File: src/rtl/isr_pkg.sv
package isr_pkg;
   typedef logic [7:0] status_t;
   localparam status_t ST_OK  = 8'h00;
   localparam status_t ST_BAD = 8'hFD;

   typedef enum logic [1:0] {
      LK_CFG  = 2'd0,
      LK_TRIG = 2'd1,
      LK_SCAN = 2'd2
   } lk_sel_e;
endpackage

File: src/rtl/isr_num_check.sv
module isr_num_check #(
   parameter int NUM_SRC  = 16,
   parameter int NUM_BASE = 16,
   parameter int GNUM_W   = 16,
   parameter int IDX_W    = 4
) (
   input  logic [GNUM_W-1:0] num,
   output logic              in_range,
   output logic [IDX_W-1:0]  idx
);
   localparam logic [GNUM_W:0] TOP_EXCL = (GNUM_W+1)'(NUM_BASE + NUM_SRC);
   localparam logic [GNUM_W-1:0] BASE_V = GNUM_W'(NUM_BASE);

   logic [GNUM_W-1:0] diff;
   assign diff = num - BASE_V;
   assign idx  = diff[IDX_W-1:0];

   generate
      if (NUM_BASE == 0) begin : g_zero_base
         assign in_range = {1'b0, num} < TOP_EXCL;
      end else begin : g_offset_base
         assign in_range = (num >= BASE_V) && ({1'b0, num} < TOP_EXCL);
      end
   endgenerate
endmodule

File: src/rtl/isr_src_table.sv
module isr_src_table #(
   parameter int NUM_SRC = 16,
   parameter int IDX_W   = 4,
   parameter int SRV_W   = 2,
   parameter int PRIO_W  = 8
) (
   input  logic              clk,
   input  logic              rst_n,
   input  logic [IDX_W-1:0]  lk_idx,
   output logic [SRV_W-1:0]  lk_srv,
   output logic [PRIO_W-1:0] lk_prio,
   output logic              lk_rej,
   output logic              lk_mp,
   input  logic              set_mp,
   input  logic              clr_rej,
   input  logic              wr_en,
   input  logic              wr_clr_mp,
   input  logic [SRV_W-1:0]  wr_srv,
   input  logic [PRIO_W-1:0] wr_prio,
   input  logic              mark_rej,
   input  logic [IDX_W-1:0]  mark_idx
);
   localparam logic [PRIO_W-1:0] PRIO_OFF = '1;

   logic [SRV_W-1:0]  srv_q  [NUM_SRC];
   logic [PRIO_W-1:0] prio_q [NUM_SRC];
   logic [NUM_SRC-1:0] rej_q;
   logic [NUM_SRC-1:0] mp_q;

   always_ff @(posedge clk) begin
      if (!rst_n) begin
         for (int i = 0; i < NUM_SRC; i++) begin
            srv_q[i]  <= '0;
            prio_q[i] <= PRIO_OFF;
         end
         rej_q <= '0;
         mp_q  <= '0;
      end else begin
         for (int i = 0; i < NUM_SRC; i++) begin
            if (IDX_W'(i) == lk_idx) begin
               if (wr_en) begin
                  srv_q[i]  <= wr_srv;
                  prio_q[i] <= wr_prio;
               end
               if (set_mp) begin
                  mp_q[i] <= 1'b1;
               end else if (wr_clr_mp) begin
                  mp_q[i] <= 1'b0;
               end
               if (clr_rej) begin
                  rej_q[i] <= 1'b0;
               end
            end
            if (mark_rej && (IDX_W'(i) == mark_idx)) begin
               rej_q[i] <= 1'b1;
            end
         end
      end
   end

   assign lk_srv  = srv_q[lk_idx];
   assign lk_prio = prio_q[lk_idx];
   assign lk_rej  = rej_q[lk_idx];
   assign lk_mp   = mp_q[lk_idx];

   // a flag is never set and cleared on the same edge
   p_rej_excl_r6: assert property (@(posedge clk) disable iff (!rst_n)
      !(clr_rej && mark_rej));
endmodule

File: src/rtl/isr_scan.sv
module isr_scan #(
   parameter int NUM_SRC = 16,
   parameter int IDX_W   = 4
) (
   input  logic             clk,
   input  logic             rst_n,
   input  logic             start,
   input  logic             step,
   output logic             active,
   output logic [IDX_W-1:0] ptr
);
   localparam logic [IDX_W-1:0] LAST = IDX_W'(NUM_SRC - 1);

   always_ff @(posedge clk) begin
      if (!rst_n) begin
         active <= 1'b0;
         ptr    <= '0;
      end else if (start && !active) begin
         active <= 1'b1;
         ptr    <= '0;
      end else if (active && step) begin
         if (ptr == LAST) begin
            active <= 1'b0;
         end else begin
            ptr <= ptr + 1'b1;
         end
      end
   end

   // ascending order, one source per advancing edge
   p_scan_ascend_r7: assert property (@(posedge clk) disable iff (!rst_n)
      (active && step && ptr != LAST) |=> (active && ptr == $past(ptr) + 1'b1));
   // a stalled scan keeps its place
   p_scan_hold_r7: assert property (@(posedge clk) disable iff (!rst_n)
      (active && !step) |=> (active && $stable(ptr)));
   // the scan ends after the last source
   p_scan_end_r7: assert property (@(posedge clk) disable iff (!rst_n)
      (active && step && ptr == LAST) |=> !active);
endmodule

File: src/rtl/isr_dlv_reg.sv
module isr_dlv_reg #(
   parameter int SRV_W  = 2,
   parameter int GNUM_W = 16,
   parameter int PRIO_W = 8
) (
   input  logic              clk,
   input  logic              rst_n,
   input  logic              load,
   input  logic [SRV_W-1:0]  in_srv,
   input  logic [GNUM_W-1:0] in_num,
   input  logic [PRIO_W-1:0] in_prio,
   output logic              valid,
   input  logic              ready,
   output logic [SRV_W-1:0]  out_srv,
   output logic [GNUM_W-1:0] out_num,
   output logic [PRIO_W-1:0] out_prio
);
   always_ff @(posedge clk) begin
      if (!rst_n) begin
         valid    <= 1'b0;
         out_srv  <= '0;
         out_num  <= '0;
         out_prio <= '0;
      end else if (load) begin
         valid    <= 1'b1;
         out_srv  <= in_srv;
         out_num  <= in_num;
         out_prio <= in_prio;
      end else if (valid && ready) begin
         valid <= 1'b0;
      end
   end

   // a held delivery keeps its payload
   p_dlv_hold_r5: assert property (@(posedge clk) disable iff (!rst_n)
      (valid && !ready) |=> (valid && $stable(out_srv) && $stable(out_num) && $stable(out_prio)));
   // nothing overwrites a delivery that has not been taken
   p_dlv_no_clobber_r5: assert property (@(posedge clk) disable iff (!rst_n)
      load |-> (!valid || ready));
endmodule

File: src/rtl/intsrc_redeliver.sv
module intsrc_redeliver
   import isr_pkg::*;
#(
   parameter int NUM_SRC  = 16,
   parameter int NUM_SRV  = 4,
   parameter int NUM_BASE = 16,
   parameter int GNUM_W   = 16,
   parameter int PRIO_W   = 8,
   parameter int SRV_IN_W = 8,
   localparam int IDX_W   = $clog2(NUM_SRC),
   localparam int SRV_W   = $clog2(NUM_SRV)
) (
   input  logic              clk,
   input  logic              rst_n,
   input  logic              trig_valid,
   input  logic [IDX_W-1:0]  trig_idx,
   input  logic              rej_valid,
   input  logic [GNUM_W-1:0] rej_num,
   input  logic              resend_req,
   input  logic              eoi_valid,
   input  logic [GNUM_W-1:0] eoi_num,
   input  logic              cfg_req,
   input  logic              cfg_we,
   input  logic [GNUM_W-1:0] cfg_num,
   input  logic [SRV_IN_W-1:0] cfg_server,
   input  logic [PRIO_W:0]   cfg_prio,
   output logic              cfg_rsp_valid,
   output logic [7:0]        cfg_rsp_status,
   output logic [SRV_W-1:0]  cfg_rsp_server,
   output logic [PRIO_W-1:0] cfg_rsp_prio,
   output logic              dlv_valid,
   input  logic              dlv_ready,
   output logic [SRV_W-1:0]  dlv_server,
   output logic [GNUM_W-1:0] dlv_num,
   output logic [PRIO_W-1:0] dlv_prio,
   output logic              busy
);
   localparam logic [PRIO_W-1:0] PRIO_OFF = '1;
   localparam logic [GNUM_W-1:0] BASE_V   = GNUM_W'(NUM_BASE);

   generate
      if (NUM_SRC < 2) begin : g_bad_src
         $error("NUM_SRC must be at least 2");
      end
      if (NUM_SRV < 2 || NUM_SRV > (1 << SRV_IN_W)) begin : g_bad_srv
         $error("NUM_SRV must lie in 2 .. 2**SRV_IN_W");
      end
      if (NUM_BASE + NUM_SRC > (1 << GNUM_W)) begin : g_bad_num
         $error("global numbers do not fit GNUM_W");
      end
   endgenerate

   // operation acceptance
   logic trig_go, rej_go, resend_go, cfg_go;
   assign trig_go   = trig_valid && !busy && ({1'b0, trig_idx} < (IDX_W+1)'(NUM_SRC));
   assign rej_go    = rej_valid  && !busy;
   assign resend_go = resend_req && !busy;
   assign cfg_go    = cfg_req    && !busy;

   // number decoding
   logic             rej_ok, cfg_in_range;
   logic [IDX_W-1:0] rej_idx, cfg_idx;

   isr_num_check #(.NUM_SRC(NUM_SRC), .NUM_BASE(NUM_BASE), .GNUM_W(GNUM_W), .IDX_W(IDX_W))
      u_rej_chk (.num(rej_num), .in_range(rej_ok), .idx(rej_idx));
   isr_num_check #(.NUM_SRC(NUM_SRC), .NUM_BASE(NUM_BASE), .GNUM_W(GNUM_W), .IDX_W(IDX_W))
      u_cfg_chk (.num(cfg_num), .in_range(cfg_in_range), .idx(cfg_idx));

   // scanner
   logic             scan_active, scan_step, can_load;
   logic [IDX_W-1:0] scan_ptr;

   isr_scan #(.NUM_SRC(NUM_SRC), .IDX_W(IDX_W)) u_scan (
      .clk(clk), .rst_n(rst_n), .start(resend_go), .step(scan_step),
      .active(scan_active), .ptr(scan_ptr));

   // single lookup port into the table
   lk_sel_e          lk_sel;
   logic [IDX_W-1:0] lk_idx;
   logic [SRV_W-1:0] lk_srv;
   logic [PRIO_W-1:0] lk_prio;
   logic             lk_rej, lk_mp;

   always_comb begin
      if (scan_active)  lk_sel = LK_SCAN;
      else if (trig_go) lk_sel = LK_TRIG;
      else              lk_sel = LK_CFG;
      unique case (lk_sel)
         LK_SCAN: lk_idx = scan_ptr;
         LK_TRIG: lk_idx = trig_idx;
         default: lk_idx = cfg_idx;
      endcase
   end

   // decisions
   logic cfg_ok, wr_go, cfg_fire, set_mp, trig_fire, scan_fire, clr_rej, dlv_load;
   logic lk_masked;

   assign lk_masked = (lk_prio == PRIO_OFF);
   assign can_load  = !dlv_valid || dlv_ready;
   assign scan_step = scan_active && can_load;
   assign cfg_ok    = cfg_in_range
                    && ({1'b0, cfg_server} < (SRV_IN_W+1)'(NUM_SRV))
                    && (cfg_prio <= {1'b0, PRIO_OFF});
   assign wr_go     = cfg_go && cfg_we && cfg_ok;
   assign cfg_fire  = wr_go && lk_mp && (cfg_prio[PRIO_W-1:0] != PRIO_OFF);
   assign set_mp    = trig_go && lk_masked;
   assign trig_fire = trig_go && !lk_masked;
   assign clr_rej   = scan_step && lk_rej;
   assign scan_fire = clr_rej && !lk_masked;
   assign dlv_load  = cfg_fire || trig_fire || scan_fire;

   isr_src_table #(.NUM_SRC(NUM_SRC), .IDX_W(IDX_W), .SRV_W(SRV_W), .PRIO_W(PRIO_W)) u_tab (
      .clk(clk), .rst_n(rst_n),
      .lk_idx(lk_idx), .lk_srv(lk_srv), .lk_prio(lk_prio), .lk_rej(lk_rej), .lk_mp(lk_mp),
      .set_mp(set_mp), .clr_rej(clr_rej),
      .wr_en(wr_go), .wr_clr_mp(cfg_fire),
      .wr_srv(cfg_server[SRV_W-1:0]), .wr_prio(cfg_prio[PRIO_W-1:0]),
      .mark_rej(rej_go && rej_ok), .mark_idx(rej_idx));

   // delivery payload
   logic [SRV_W-1:0]  ld_srv;
   logic [GNUM_W-1:0] ld_num;
   logic [PRIO_W-1:0] ld_prio;

   always_comb begin
      if (cfg_fire) begin
         ld_srv  = cfg_server[SRV_W-1:0];
         ld_num  = cfg_num;
         ld_prio = cfg_prio[PRIO_W-1:0];
      end else begin
         ld_srv  = lk_srv;
         ld_num  = GNUM_W'(lk_idx) + BASE_V;
         ld_prio = lk_prio;
      end
   end

   isr_dlv_reg #(.SRV_W(SRV_W), .GNUM_W(GNUM_W), .PRIO_W(PRIO_W)) u_dlv (
      .clk(clk), .rst_n(rst_n), .load(dlv_load),
      .in_srv(ld_srv), .in_num(ld_num), .in_prio(ld_prio),
      .valid(dlv_valid), .ready(dlv_ready),
      .out_srv(dlv_server), .out_num(dlv_num), .out_prio(dlv_prio));

   assign busy = scan_active || dlv_valid;

   // configuration response
   always_ff @(posedge clk) begin
      if (!rst_n) begin
         cfg_rsp_valid  <= 1'b0;
         cfg_rsp_status <= ST_OK;
         cfg_rsp_server <= '0;
         cfg_rsp_prio   <= '0;
      end else begin
         cfg_rsp_valid <= cfg_go;
         if (cfg_go) begin
            if (cfg_we) begin
               cfg_rsp_status <= cfg_ok ? ST_OK : ST_BAD;
               cfg_rsp_server <= '0;
               cfg_rsp_prio   <= '0;
            end else begin
               cfg_rsp_status <= cfg_in_range ? ST_OK : ST_BAD;
               cfg_rsp_server <= cfg_in_range ? lk_srv  : '0;
               cfg_rsp_prio   <= cfg_in_range ? lk_prio : '0;
            end
         end
      end
   end

   // the end-of-interrupt strobe is taken and has no consumer
   logic eoi_seen;
   assign eoi_seen = eoi_valid && (eoi_num != '1);

   // at most one operation per cycle (input contract)
   p_one_op_r12: assert property (@(posedge clk) disable iff (!rst_n)
      $onehot0({trig_valid, rej_valid, resend_req, cfg_req}));
   // no operation is presented while busy (input contract)
   p_idle_ops_r12: assert property (@(posedge clk) disable iff (!rst_n)
      busy |-> !(trig_valid || rej_valid || resend_req || cfg_req));
   // every accepted access is answered on the next cycle
   p_cfg_rsp_r9: assert property (@(posedge clk) disable iff (!rst_n)
      cfg_go |=> cfg_rsp_valid);
   // only the two status codes appear
   p_status_code_r10: assert property (@(posedge clk) disable iff (!rst_n)
      cfg_rsp_valid |-> (cfg_rsp_status == ST_OK || cfg_rsp_status == ST_BAD));
   // a masked priority never leaves the block
   p_dlv_unmasked_r3: assert property (@(posedge clk) disable iff (!rst_n)
      dlv_valid |-> (dlv_prio != PRIO_OFF));
   // delivered numbers lie in the valid window
   p_dlv_range_r1: assert property (@(posedge clk) disable iff (!rst_n)
      dlv_valid |-> (dlv_num >= BASE_V && {1'b0, dlv_num} < (GNUM_W+1)'(NUM_BASE + NUM_SRC)));
   // a trigger on an enabled source is offered after the edge
   p_trig_dlv_r4: assert property (@(posedge clk) disable iff (!rst_n)
      (trig_go && !lk_masked) |=> dlv_valid);
   // an end of interrupt alone never starts a delivery or scan
   p_eoi_quiet_r11: assert property (@(posedge clk) disable iff (!rst_n)
      (eoi_seen && !busy && !trig_valid && !resend_req && !cfg_req) |=> !busy);
endmodule

File: config.mk
export PLATFORM = sky130hd
export DESIGN_NAME = intsrc_redeliver
export DESIGN_NICKNAME = d
export VERILOG_FILES = /design/src/rtl/isr_pkg.sv /design/src/rtl/isr_num_check.sv /design/src/rtl/isr_src_table.sv /design/src/rtl/isr_scan.sv /design/src/rtl/isr_dlv_reg.sv /design/src/rtl/intsrc_redeliver.sv
export SDC_FILE = /design/constraint.sdc
export NUM_CORES = 1
export LEC_CHECK = 0
export ABC_AREA = 1
export BUFFER_PORTS_ARGS = -buffer_cell sky130_fd_sc_hd__buf_2
export CAP_MARGIN = 20
export CORE_ASPECT_RATIO = 1.4
export CORE_MARGIN = 2
export CORE_UTILIZATION = 53
export DETAILED_ROUTE_END_ITERATION = 10
export PLACE_DENSITY_LB_ADDON = 0.2
export REMOVE_ABC_BUFFERS = 1
export SYNTH_ARGS = -nofsm -noshare
export SYNTH_HDL_FRONTEND = slang
export SYNTH_SLANG_ARGS = --single-unit
File: constraint.sdc
create_clock -name clk -period 3.2 [get_ports clk]
set_clock_uncertainty 0.15 [all_clocks]
set_input_delay 0.48 -clock clk [delete_from_list [all_inputs] [get_ports clk]]
set_output_delay 0.48 -clock clk [all_outputs]
set_load 0.02 [all_outputs]
[Word level (Yosys, flattened, before mapping)]
Memories as Yosys holds them, arrays and structs flattened.
Index checks and enable logic that the tools add are counted.
Word-level totals
  register bits: 83
  RAM bits: 160
  input bits: 78
  output and inout port bits: 47
  word-level logic and storage cells: 381
  memories kept: 2
Operators by class
  add/subtract/negate cells: 4
  $lt $le $gt $ge: 7
  eq/ne operators: 35
  muxes and demuxes: 139
  bitwise logic cells: 34
  reductions and logical operators: 118
Memories
  u_tab.prio_q: words 16, bits a word 8, read ports 1, clocked after memory_dff 0, write ports 16, line isr_src_table.sv:26  | logic [PRIO_W-1:0] prio_q [NUM_SRC];
  u_tab.srv_q: words 16, bits a word 2, read ports 1, clocked after memory_dff 0, write ports 16, line isr_src_table.sv:25  | logic [SRV_W-1:0] srv_q [NUM_SRC];
Operator list (count)
  2-to-1 mux 8 bit: 22
  2-to-1 mux 1 bit: 93
  nonzero test 2 bit: 36
  AND reduction 2 bit: 34
  equality test 4 bit (first input constant): 16
  2-to-1 mux 2 bit: 20
  logical AND 1 bit: 37
  equality test 3 x 4 -> 1 bit (first input constant): 8
  greater-or-equal comparator 16 x 5 -> 1 bit (second input constant): 2
  less-than comparator 16 x 6 -> 1 bit (second input constant): 2
  OR 1 bit: 32
  equality test 2 x 4 -> 1 bit (first input constant): 4
  2-to-1 mux 16 bit: 1
  <= comparator 9 x 8 -> 1 bit (second input constant): 1
  binary-select mux 1 bit (select 4 bit): 2
  equality test 1 x 4 -> 1 bit (first input constant): 2
  equality test 8 bit (second input constant): 1
  logical NOT 4 bit: 2
  less-than comparator 8 x 3 -> 1 bit (second input constant): 1
  != test 8 bit (second input constant): 1
  one-hot mux 4 bit (2 select lines): 1
  subtractor 4 x 1 -> 4 bit (second input constant): 2
  adder 4 x 5 -> 6 bit (second input constant): 1
  less-than comparator 4 x 5 -> 1 bit (second input constant): 1
  8 further kinds: 15

[Logic depth before layout (Yosys ltp)]
  word-level depth: 14
  depth in mapped cells: 22
  gate-level depth less buffers: 18

[Hierarchy]
Synthesis repeated with hierarchy kept, for this count alone.
Unflattened totals
  cells, all modules: 1505
  area, all modules: 11752.5 um^2
Modules (own cells, without submodules)
  isr_src_table: times used 1, cells an instance 1113, area each 9125.0 um^2, seq. area each 5445.2 um^2
  intsrc_redeliver: times used 1, cells an instance 194, area each 1121.1 um^2, seq. area each 240.2 um^2
  isr_dlv_reg: times used 1, cells an instance 117, area each 1041.0 um^2, seq. area each 540.5 um^2
  isr_scan: times used 1, cells an instance 37, area each 265.3 um^2, seq. area each 100.1 um^2
  isr_num_check: times used 2, cells an instance 22, area each 100.1 um^2, seq. area each 0.0 um^2

[Worst setup path after synthesis]
No wires, ideal clock.
  kind: reg-to-reg
  from: register u_dlv.valid
  to: memory u_tab.prio_q[12][0], enable pin
  setup time: 391 ps
  arrival: 2487 ps
  data required time: 2659 ps
  slack: 172 ps
  stages on the path, launching flop included: 13
  buffers on the path: 2
  period minus slack after synthesis: 3028 ps
  cell sequence: dfxtp_1 > inv_1 > a21oi_2 > nand2_1 > nand2_4 > inv_2 > buf_6 > buf_4 > nor2_4 > inv_1 > nor2_1 > inv_1 > o21ai_0
RTL lines
  start: declaration: line isr_dlv_reg.sv:12  | output logic valid,
  start signal: assignment: line isr_dlv_reg.sv:20  | valid <= 1'b0;
  start signal: assignment: line isr_dlv_reg.sv:25  | valid <= 1'b1;
  start signal: assignment: line isr_dlv_reg.sv:30  | valid <= 1'b0;
  end: declaration: line isr_src_table.sv:26

[Final worst setup path]
  from: register u_scan.active
  to: register u_dlv.out_prio[6]
Between the ends
  word-level cells in the longest chain between the ends: 13
  elaborated cells between the ends (all ways): 27
  classes of those cells: eq/ne: 3; mux: 8; reduce/logical: 15; memory: 1
RTL lines
  start: declaration: line isr_scan.sv:9  | output logic active,
  start signal: assignment: line isr_scan.sv:16  | active <= 1'b0;
  start signal: assignment: line isr_scan.sv:19  | active <= 1'b1;
  start signal: assignment: line isr_scan.sv:23  | active <= 1'b0;
  logical OR 1 bit: line intsrc_redeliver.sv:144  | assign busy = scan_active || dlv_valid;
  logical NOT 1 bit: line intsrc_redeliver.sv:55, intsrc_redeliver.sv:58
  logical AND 1 bit: line intsrc_redeliver.sv:55  | assign trig_go = trig_valid && !busy && ({1'b0, trig_idx} < (IDX_W+1)'(NUM_SRC));
  2-to-1 mux 1 bit: line intsrc_redeliver.sv:86  | else if (trig_go) lk_sel = LK_TRIG;
  2-to-1 mux 2 bit: line intsrc_redeliver.sv:85  | if (scan_active) lk_sel = LK_SCAN;
  equality test 2 x 1 -> 1 bit / equality test 2 bit (equally long branches): line intsrc_redeliver.sv:88  | unique case (lk_sel)
  one-hot mux 4 bit (2 select lines): line intsrc_redeliver.sv:88
  memory read (16 x 8 bit) / binary-select mux 1 bit (select 4 bit) (equally long branches)
  equality test 8 bit / 2-to-1 mux 1 bit (equally long branches): line intsrc_redeliver.sv:99, isr_src_table.sv:64
  logical NOT 1 bit / logical AND 1 bit (equally long branches): line intsrc_redeliver.sv:108, intsrc_redeliver.sv:110, intsrc_redeliver.sv:106
  logical AND 1 bit (on tied branches): line intsrc_redeliver.sv:108, intsrc_redeliver.sv:106
  logical OR 1 bit (2 in a row): line intsrc_redeliver.sv:111  | assign dlv_load = cfg_fire || trig_fire || scan_fire;
  end signal: assignment: line isr_dlv_reg.sv:28  | out_prio <= in_prio;
  end: declaration: line isr_dlv_reg.sv:16  | output logic [PRIO_W-1:0] out_prio
Parallel ways exist; a longest one is shown, timed or not. The select of a mux whose other input is x is not followed.
A chain may end at the register's enable or synchronous reset.

==> flow_summary.toml <==
[sta]
setup_tns_ns = 0
slew_headroom_pct = 58.83
hold_slack_ns = 0.1150
rsz0062_at_grt = "false"
period_minus_slack_ns = 2.974
period_share_pct = 92.94
slew_viol_final = 0
worst_pin_slew_ns = 0.6169
setup_viol = 0
timing_hold_violations_final = 0
max_freq_mhz = 336.2

[run]
maxCapViolCount = 0

[grt]
antenna_found_initial = 0
grt_pass1_wl_um = 47190
grt-ovfl-total = 0
grt_usage_pct = 26.50
grt_max_degree = 53
grt_pass1_vias = 9428

[drt]
vias_per_cell = 5.357
drt_wl_total_um = 29920
drc = 0
num_vias = 9793
initialDrtViolationCount = 789
wl_per_cell_um = 16.37
dr.pass1.iters = 5
ant_nets = 0

[final_layout]
layout_common_cells = "nand2_1, edfxtp_1, inv_1"
layout_commonest_cell = "nand2_1"
n_fill_cell = 1830
multi_input_area_um2 = 4232
nets = 1631
syn_to_final_growth_pct = 17.07
seqCellArea_um2 = 6326
drive_gt1_share_pct = 15.82
num_antenna_cells = 0

[outcome]
outcome = "completed"

[placed_design]
gp_congestion = 0.8783
io_buffers = 106
dp_hpwl_um = 20680

[pwr]
p_sw_share_pct = 34.00
power_frac_comb_pct = 30.8
p_sw_mw = 3.045
leakage_nw = 5.929
p_seq_share_pct = 39.4
p_per_area_nw_per_um2 = 663.9
power_mw = 8.955
power_frac_clock_pct = 29.8
ir_worst_vdd_mv = 0.4441
power.internal_mw = 5.910

[setup_path]
crit_required_ns = 3.45
crit_path_end = "u_dlv.out_prio[6]$_SDFFE_PN0P_"
startpoint = "u_scan.active$_SDFFE_PN0P_"
r2r-start = "u_scan.active$_SDFFE_PN0P_"
cp.arrival_ns = 3.23
crit_type = "reg -> reg"
worstPathMaxFanout = 40
cp-end-kind = "flop"
reg2reg_depth = 19
reg2reg_setup_slack_ns = 0.23
crit_path_start_kind = "flop"
timing.rr.end = "u_dlv.out_prio[6]$_SDFFE_PN0P_"

[cts]
cts_buffers = 22
cts_buffer_depth = 3
cts_root_buf = "clkbuf_16"
clock_sinks = 236
clk_latency_ns = 0.52
cts_htree_levels = 1
cts_tree = "yes"
path_clk_slew_ns = 0.07

[die]
start_util_pct = 54.13
io_pins = 125
num_rows = 63
die_w_um = 128.6
die_y_um = 178.5
dieArea_um2 = 22950
core_um2 = 21280

[synth]
synth-seq-cells = 236
ys_types = 35
yosysSeqAreaShare_pct = 54.91
synth_cells = 1424
yosysWarningCount = 0
syn_area_per_cell_um2 = 8.091
netlist_area_um2 = 11520

[hold_path]
hold_path_class = "in -> reg"
==> cell type report <==
class,count,share of cell area (%)
sequential,236,46.90
multi-input combinational,956,31.37
inverter,150,4.174
timing repair buffer,186,9.685
clock buffer,29,4.759
tap,260,2.412
clock inverter,11,0.6957
==> through the flow <==
step	utilization, %	instance area (µm²)	worst slack [ns]	cells
after floorplan	-	11090	-2.022	1342
after global placement	59.74	12710	0.1853	1786
after detailed placement	59.74	12710	0.09523	1786
after CTS	63.20	13450	0.1314	1826
after global routing	63.37	13490	0.05515	1828
final	63.37	13490	0.2260	1828
==> routing by layer <==
metal	global-route usage [%]	vias to the layer above	wire length (µm)
li1	-	4814	-
met1	31.01	4543	11360
met2	47.87	354	15360
met3	3.179	82	1839
met4	13.04	0	1360
met5	0	-	0
==> sequential cells by signal, indices dropped and copies added (netlist names) <==
| register | cells |
|---|---|
| cfg_rsp_prio | 8 |
| cfg_rsp_server | 2 |
| cfg_rsp_status | 1 |
| cfg_rsp_valid | 1 |
| u_dlv.out_num | 16 |
| u_dlv.out_prio | 8 |
| u_dlv.out_srv | 2 |
| u_dlv.valid | 1 |
| u_scan.active | 1 |
| u_scan.ptr | 4 |
| u_tab.mp_q | 16 |
| u_tab.prio_q | 128 |
| u_tab.rej_q | 16 |
| u_tab.srv_q | 32 |
==> how the worst min path moves through the flow <==
stage	startpoint	endpoint	slack (ns)	depth (start not counted)
after global placement	u_dlv.out_num[10]$_SDFFE_PN0P_	u_dlv.out_num[10]$_SDFFE_PN0P_	0.29	2
after CTS	resend_req	u_scan.active$_SDFFE_PN0P_	0.11	3
final	resend_req	u_scan.active$_SDFFE_PN0P_	0.11	3
after global routing	resend_req	u_scan.active$_SDFFE_PN0P_	0.13	3
after detailed placement	u_dlv.out_num[11]$_SDFFE_PN0P_	u_dlv.out_num[11]$_SDFFE_PN0P_	0.29	2
after floorplan	u_tab.rej_q[9]$_SDFFE_PN0P_	u_tab.rej_q[9]$_SDFFE_PN0P_	0.30	2
==> power by group through the flow <==
stage          combinational (mW)  sequential (mW)  clock, mW
6_report                     2.76             3.53       2.67
2_1_floorplan                1.36             3.73          0
3_3_place_gp                 2.68             3.59          0
4_1_cts                      2.73             3.53       2.68
5_1_grt                      3.04             3.55       2.80
3_5_place_dp                 2.72             3.59          0
==> synth_stat cells <==
master     instances  share of area (%)
nor2_4             3               0.29
or2_2              2               0.11
buf_4             12               0.78
o21ai_0           68                3.0
nor3_1             8               0.35
buf_6              8               0.78
nand2_1          520                 17
buf_1              1              0.033
nand3_2            1              0.087
and2_1             1              0.054
a21oi_1           60                2.6
inv_1            145                4.7
ha_1               1               0.11
or4_1              2               0.13
a2111oi_0          1              0.076
xor2_1             1              0.076
a21oi_2            1              0.076
o21ai_1           11               0.48
o22ai_2            1               0.11
o22ai_1            2               0.11
clkbuf_1          45                1.5
conb_1             1              0.033
nor4_1             4               0.22
nor2_2             1              0.054
edfxtp_1         160                 42
nand3_1           51                2.2
a221oi_1           1              0.076
buf_2             16               0.70
nand2_2            3               0.16
nand3b_1          55                3.6
nand4_1           17               0.92
inv_2              5               0.16
nand2_4            1              0.098
nor2_1           139                4.5
dfxtp_1           76                 13
==> logic make-up after synthesis <==
group           count (synthesis)  synth area share (%)
buf+inv                       232                 8.645
compound gates                145                 6.484
other cells                     1               0.03255
flops                         236                 54.91
simple gates                  808                 29.75
xor+xnor                        1               0.07603
fa+ha+maj                       1                0.1086
==> critical path, cell delays in order (launching register included) <==
cell and delay (ns):
dfxtp_1 0.47, inv_1 0.14, o22ai_2 0.19, inv_2 0.07, nand2_4 0.11, inv_2 0.06, buf_12 0.19, nand2_1 0.10
nand2_1 0.06, nand2_1 0.06, nand2_1 0.15, nor2_2 0.23, nand2_1 0.08, nor2_1 0.10, nand2_1 0.16, nand2_2 0.18
buf_12 0.16, nand3_1 0.08, nand2_1 0.07, nor2_1 0.04
==> timing repair <==
item | CTS | global route
gates resized for setup | 0 | 8
setup buffers | 0 | 2
hold buffers | 0 | 0
endpoints found under the setup margin | 0 | 25
Note: power is estimated with default switching activity, not from simulation.
